--- src/rtl/isc_pkg.sv ---
package isc_pkg;
   localparam int TX_SLOT = 0;
   localparam int RX_SLOT = 1;
   localparam int MAX_W   = 64;

   // Bit positions that carry a ready condition for the given layout
   function automatic logic [MAX_W-1:0] ready_bit_mask(input int num_ch, input int stride);
      logic [MAX_W-1:0] m;
      m = '0;
      for (int c = 0; c < num_ch; c++) begin
         m[c*stride + TX_SLOT] = 1'b1;
         m[c*stride + RX_SLOT] = 1'b1;
      end
      return m;
   endfunction
endpackage

--- src/rtl/isc_ready_sync.sv ---
module isc_ready_sync #(
   parameter int WIDTH  = 4,
   parameter int STAGES = 1
) (
   input  logic             clk,
   input  logic             rst_n,
   input  logic [WIDTH-1:0] din,
   output logic [WIDTH-1:0] dout
);
   logic [WIDTH-1:0] pipe [STAGES];

   for (genvar s = 0; s < STAGES; s++) begin : g_stage
      if (s == 0) begin : g_first
         always_ff @(posedge clk or negedge rst_n) begin
            if (!rst_n) pipe[0] <= '0;
            else        pipe[0] <= din;
         end
      end else begin : g_next
         always_ff @(posedge clk or negedge rst_n) begin
            if (!rst_n) pipe[s] <= '0;
            else        pipe[s] <= pipe[s-1];
         end
      end
   end

   assign dout = pipe[STAGES-1];
endmodule

--- src/rtl/isc_status_pack.sv ---
module isc_status_pack #(
   parameter int NUM_CH    = 2,
   parameter int CH_STRIDE = 4,
   parameter int DATA_W    = 8
) (
   input  logic [NUM_CH-1:0] tx_q,
   input  logic [NUM_CH-1:0] rx_q,
   output logic [DATA_W-1:0] status
);
   for (genvar b = 0; b < DATA_W; b++) begin : g_bit
      localparam int CH   = b / CH_STRIDE;
      localparam int SLOT = b % CH_STRIDE;
      if (CH < NUM_CH && SLOT == isc_pkg::TX_SLOT) begin : g_tx
         assign status[b] = tx_q[CH];
      end else if (CH < NUM_CH && SLOT == isc_pkg::RX_SLOT) begin : g_rx
         assign status[b] = rx_q[CH];
      end else begin : g_zero
         assign status[b] = 1'b0;
      end
   end
endmodule

--- src/rtl/isc_mask_reg.sv ---
module isc_mask_reg #(
   parameter int              DATA_W = 8,
   parameter logic [DATA_W-1:0] KEEP = '1
) (
   input  logic              clk,
   input  logic              rst_n,
   input  logic              load,
   input  logic [DATA_W-1:0] din,
   output logic [DATA_W-1:0] q
);
   always_ff @(posedge clk or negedge rst_n) begin
      if (!rst_n)    q <= '0;
      else if (load) q <= din & KEEP;
   end
endmodule

--- src/rtl/isc_irq_combiner.sv ---
module isc_irq_combiner #(
   parameter int NUM_CH      = 2,
   parameter int CH_STRIDE   = 4,
   parameter int DATA_W      = 8,
   parameter int ADDR_W      = 6,
   parameter int STATUS_ADDR = 'h14,
   parameter int SYNC_STAGES = 1
) (
   input  logic              clk,
   input  logic              rst_n,
   input  logic [NUM_CH-1:0] chan_tx_ready,
   input  logic [NUM_CH-1:0] chan_rx_ready,
   input  logic              reg_sel,
   input  logic              reg_write,
   input  logic [ADDR_W-1:0] reg_addr,
   input  logic [DATA_W-1:0] reg_wdata,
   output logic [DATA_W-1:0] reg_rdata,
   output logic              irq
);
   localparam logic [DATA_W-1:0] USED_MASK =
      DATA_W'(isc_pkg::ready_bit_mask(NUM_CH, CH_STRIDE));
   localparam logic [ADDR_W-1:0] HIT_ADDR = ADDR_W'(STATUS_ADDR);

   if (NUM_CH < 1)                    begin : g_bad_ch     $error("NUM_CH must be at least 1"); end
   if (CH_STRIDE < 2)                 begin : g_bad_stride $error("CH_STRIDE must hold two slots"); end
   if (NUM_CH * CH_STRIDE > DATA_W)   begin : g_bad_width  $error("layout exceeds DATA_W"); end
   if (DATA_W > isc_pkg::MAX_W)       begin : g_bad_dw     $error("DATA_W too large"); end
   if (SYNC_STAGES < 1)               begin : g_bad_sync   $error("SYNC_STAGES must be at least 1"); end
   if (STATUS_ADDR >= (1 << ADDR_W))  begin : g_bad_addr   $error("STATUS_ADDR out of range"); end

   logic [NUM_CH-1:0] tx_q, rx_q;
   logic [DATA_W-1:0] status_q;
   logic [DATA_W-1:0] mask_q;
   logic              addr_hit, rd_hit, wr_hit;

   assign addr_hit = reg_sel && (reg_addr == HIT_ADDR);
   assign rd_hit   = addr_hit && !reg_write;
   assign wr_hit   = addr_hit && reg_write;

   isc_ready_sync #(.WIDTH(2*NUM_CH), .STAGES(SYNC_STAGES)) u_sync (
      .clk  (clk),
      .rst_n(rst_n),
      .din  ({chan_rx_ready, chan_tx_ready}),
      .dout ({rx_q, tx_q})
   );

   isc_status_pack #(.NUM_CH(NUM_CH), .CH_STRIDE(CH_STRIDE), .DATA_W(DATA_W)) u_pack (
      .tx_q  (tx_q),
      .rx_q  (rx_q),
      .status(status_q)
   );

   isc_mask_reg #(.DATA_W(DATA_W), .KEEP(USED_MASK)) u_mask (
      .clk  (clk),
      .rst_n(rst_n),
      .load (wr_hit),
      .din  (reg_wdata),
      .q    (mask_q)
   );

   assign irq       = |(status_q & mask_q);
   assign reg_rdata = rd_hit ? status_q : '0;
endmodule

--- config.mk ---
export PLATFORM = sky130hd
export DESIGN_NAME = isc_irq_combiner
export DESIGN_NICKNAME = d
export VERILOG_FILES = /design/src/rtl/isc_pkg.sv /design/src/rtl/isc_ready_sync.sv /design/src/rtl/isc_status_pack.sv /design/src/rtl/isc_mask_reg.sv /design/src/rtl/isc_irq_combiner.sv
export SDC_FILE = /design/constraint.sdc
export NUM_CORES = 1
export LEC_CHECK = 0
export CAP_MARGIN = 20
export CORE_AREA = 2 2 39 41
export CTS_BUF_LIST = sky130_fd_sc_hd__clkbuf_4
export DETAILED_ROUTE_END_ITERATION = 10
export DIE_AREA = 0 0 41 43
export PLACE_DENSITY = 0.68
export SLEW_MARGIN = 20
export SYNTH_ARGS = -nofsm -noshare
export SYNTH_HDL_FRONTEND = slang
export SYNTH_SLANG_ARGS = --single-unit
--- constraint.sdc ---
create_clock -name clk -period 3.1 [get_ports clk]
set_clock_uncertainty 0.15 [all_clocks]
set_input_delay 0.62 -clock clk [delete_from_list [all_inputs] [get_ports clk]]
set_output_delay 0.62 -clock clk [all_outputs]
set_load 0.02 [all_outputs]
; Yosys cells after proc, flatten, opt, wreduce, memory -nomap -nowiden
; Cells that the tools add are included.
[classes]
div = 0
n_reduce_logical = 5
n_bitwise = 1
eq_ne = 1
mul = 0
n_addsub = 0
n_mux = 1
shifts = 0
magnitude_cmp = 0
[op_table]
columns = cell, count
row1 = OR reduction 8 bit, 1
row2 = AND 6 bit, 1
row3 = "equality test 6 x 5 -> 1 bit, second input constant", 1
row4 = two-way mux 6 bit, 1
row5 = logical AND 1 bit, 3
row6 = zero test 1 bit, 1
[totals]
in_bits = 22
register_bits = 8
elab_cells = 10
mem_bits_ro = 0
latch_bits = 0
mem_count = 0
ram_bits = 0

; Logic depth before layout (Yosys ltp)
[logic_depth]
ltp_word = 4
depth_mapped = 3
ltp_nobuf = 3

; Hierarchy
; Synthesis repeated with hierarchy kept, for this count alone.
[unflattened]
cells_unflattened = 52
area_unflattened_um2 = 545.5
[modules_own_cells]
columns = module, cells_per_inst, area_each_um2, n_inst, seq_area_each_um2
row1 = isc_irq_combiner, 26, 202.7, 1, 0.0
row2 = isc_mask_reg, 13, 178.9, 1, 100.1
row3 = isc_ready_sync, 4, 100.1, 1, 100.1
row4 = isc_status_pack, 9, 63.8, 1, 0.0

; Least setup slack after synthesis
; OpenSTA, ideal clock, no wires.
[synth_timing]
path_type = input to output
startpoint = input reg_addr[5]
endpoint = output reg_rdata[0]
slack_ns = 0.647
required_ns = 2.330
arrival_time_ns = 1.683
path_buffers = 0
stages = 3
path_cell_list = or4b_4 > nor3_1 > and2_1
[synth_between]
elab_chain_cells = 4
[synth_rtl]
columns = element, line_no
row1 = from (decl), isc_irq_combiner.sv:15  ; input logic [ADDR_W-1:0] reg_addr,
row2 = equality test 6 x 5 -> 1 bit, isc_irq_combiner.sv:36  ; assign addr_hit = reg_sel && (reg_addr == HIT_ADDR);
row3 = logical AND 1 bit, isc_irq_combiner.sv:36
row4 = logical AND 1 bit, isc_irq_combiner.sv:37  ; assign rd_hit = addr_hit && !reg_write;
row5 = two-way mux 6 bit, isc_irq_combiner.sv:62  ; assign reg_rdata = rd_hit ? status_q : '0;
row6 = to (decl), isc_irq_combiner.sv:17  ; output logic [DATA_W-1:0] reg_rdata,
; No other way between the ends.

; Worst setup path in the final report
[layout_timing]
startpoint = input reg_addr[5]
endpoint = output reg_rdata[1]
; Same word-level chain as after synthesis.

==> impl_metrics.tcl <==
set metrics [dict create \
    worstSkewPairLatency_ns 0.24 \
    maxCapViolations 0 \
    power_density_nw_per_um2 367.1 \
    placed_area_um2 605.6 \
    crit_path_start_kind "primary input" \
    use_met2_pct 16.25 \
    p_leak_nw 0.2906 \
    synthSimpleGateAreaFrac_pct 19.32 \
    ios 31 \
    dp_hpwl_um 620.7 \
    synth_compound_area_share_pct 4.068 \
    crit_arrival_ns 2.25 \
    die_width_um 41 \
    worstPathCellList "clkdlybuf4s50_1, or4b_4, nor3_4, and2_1, clkdlybuf4s15_1" \
    drt_pass1_iterations 2 \
    synth.area.top_cells "dfrtp_1 54%, mux2_2 12%, buf_4 8.1%, and2_1 6.8%, nor3_4 4.4%" \
    ir_worst_vdd_uv 178.8 \
    core_um2 1384 \
    initial_utilization_pct 26.67 \
    hold_class "reg -> reg" \
    yosysTopAreaCell "dfrtp_1" \
    syn-mean-instance-area_um2 12.73 \
    end_kind "primary output" \
    clock_tree.buffer_depth 2 \
    yosysSeqAreaShare_pct 54.24 \
    rsz0062_at_grt "false" \
    clockRootBuffer "clkbuf_4" \
    drv_slew 0 \
    top_usage_layer "met2" \
    hold_viol 0 \
    row_count 14 \
    ant_nets 0 \
    slowest_stage "or4b_4" \
    worst_ep_required_time_ns 2.33 \
    area_growth_pct 73.22 \
    layout.area.seq_um2 200.2 \
    muxShareOfSynthArea_pct 12.20 \
    final_nets 79 \
    drt_iter0_drc 2 \
    dpl_worst_slack_ns -0.3400 \
    fill_cells 133 \
    die_area_um2 1763 \
    cts_buffers 3 \
    synth_top_family_by_area "simple AND/OR/NAND/NOR gates" \
    use_met1_pct 8.418 \
    final_util_pct 46.20 \
    num_vias 302 \
    setup_viol_count_final 0 \
    wl_um 719 \
    chipHeight_um 43 \
    netlist_area_um2 369.1 \
    timing.final.crit_period_ns 3.018 \
    synth_top_area_share_pct 54.24 \
    overflow 0 \
    place_congestion 0.5752 \
    clk_pin_slew_ns 0.05 \
    wl_per_cell_um 10.13 \
    drive_above_1_share_pct 21.82 \
    met3_usage_pct 5.759 \
    via_per_inst 4.254 \
    diodes 0 \
    grt_max_degree 9 \
    grt_pass1_wl_um 1124 \
    path_buf_inv 2 \
    synth_xor_area_share_pct 0 \
    multi_input_area_um2 157.7 \
    ys_seq_elements 8 \
    stdcell_area_um2 639.4 \
    netlist_instances 29 \
    cpPeakStageDelay_ns 0.57 \
    htreeDepth 1 \
    synthAdderAreaFrac_pct 0 \
    io_buffer_count 22 \
    drc 0 \
    clock_sinks 8 \
    criticalPathCategory "in -> out" \
    final_cells 71 \
    post_cts_buffers 0 \
    outcome "complete, no violations" \
    grt_pass1_vias 309 \
    period_share_pct 97.37 \
    final.setup.worst_slack_ns 0.08164 \
    cp_max_fo 4 \
    crit_family "simple AND/OR/NAND/NOR gates" \
    fmax_mhz 331.3 \
    numPlacedInstances 68 \
    grtUsageTotal_pct 10.18 \
    cts_tree "done" \
    ys_warn_count 0 \
    grt_antenna_before_repair 0 \
    synth_cell_types 12 \
]
layout make-up:
| class | instances | share of cell area, % |
|---|---|---|
| Timing Repair Buffer | 24 | 36.79 |
| Multi-Input combinational cell | 19 | 24.66 |
| Sequential cell | 8 | 31.31 |
| Clock buffer | 3 | 3.523 |
| Inverter | 1 | 0.5871 |
| Tap cell | 16 | 3.131 |
metal layers:
layer / share of wire (%) / vias up
met3: 17 / 0
met5: 0 / -
li1: - / 144
met1: 32 / 141
met4: 0 / 0
met2: 51 / 17
worst paths after layout:
| check | slack [ns] | from | endpoint | cells after the start |
|---|---|---|---|---|
| worst min-delay path | 0.36 | u_mask.q[0]$_DFFE_PN0P_ | u_mask.q[0]$_DFFE_PN0P_ | 1 |
| worst min register to register | 0.36 | u_mask.q[0]$_DFFE_PN0P_ | u_mask.q[0]$_DFFE_PN0P_ | 1 |
| worst max register to register | 2.21 | u_mask.q[1]$_DFFE_PN0P_ | u_mask.q[1]$_DFFE_PN0P_ | 1 |
| max in group asynchronous | 2.05 | rst_n | u_sync.dout[0]$_DFF_PN0_ | 1 |
| min in group asynchronous | 0.50 | rst_n | u_sync.dout[3]$_DFF_PN0_ | 1 |
| worst max-delay path | 0.08 | reg_addr[5] | reg_rdata[1] | 5 |
per-stage QoR:
| stage | power (W) | hold slack [ns] | TNS (ns) |
|---|---|---|---|
| global route | 0.0002493 | 0.3735 | 0 |
| detailed placement | 0.0001619 | 0.3495 | -1.340 |
| CTS | 0.0002398 | 0.3610 | 0 |
| global placement | 0.0001613 | 0.3445 | -1.214 |
| finish | 0.0002347 | 0.3572 | 0 |
| floorplan | 0.0001353 | 0.1744 | 0 |
repair_timing:
item / in CTS / in global routing
resized for setup: 5 / 5
hold buffers: 0 / 0
setup endpoints to repair: 4 / 4
kinds of logic (layout without fill, tap and decap cells):
group,after synthesis,after routing
muxes,4,4
AOI/OAI and AO/OA,2,2
other,1,4
and+or+nand+nor,9,9
buffers and inverters,5,28
DFF,8,8
power breakdown:
| group | total (W) | internal [W] | switching (W) |
|---|---|---|---|
| clock | 0.0000742 | 0.0000440 | 0.0000303 |
| sequential | 0.000115 | 0.000112 | 0.00000314 |
| combinational | 0.0000457 | 0.0000288 | 0.0000169 |
| total | 0.000235 | 0.000184 | 0.0000504 |
layout by cell type (no fill, tap or decap):
| cell type | count |
|---|---|
| dfrtp_1 | 8 |
| nand3b_1 | 1 |
| mux2_2 | 4 |
| or4b_4 | 1 |
| conb_1 | 4 |
| nor3_4 | 2 |
| clkdlybuf4s15_1 | 4 |
| nand2_1 | 1 |
| clkdlybuf4s50_1 | 18 |
| clkbuf_4 | 3 |
| and2_1 | 4 |
| buf_4 | 2 |
| inv_1 | 1 |
| a22oi_1 | 2 |
synthesized netlist by cell type:
cell type  number
conb_1          1
inv_1           1
nand2_1         1
a22oi_1         2
dfrtp_1         8
nand3b_1        1
buf_4           4
nor3_4          1
and2_1          4
or4b_4          1
mux2_2          4
nor3_1          1
sequential cells by signal (all words and copies together) (netlist names):
signal       flops
u_mask.q         4
u_sync.dout      4
(Power assumes the default switching activity.)
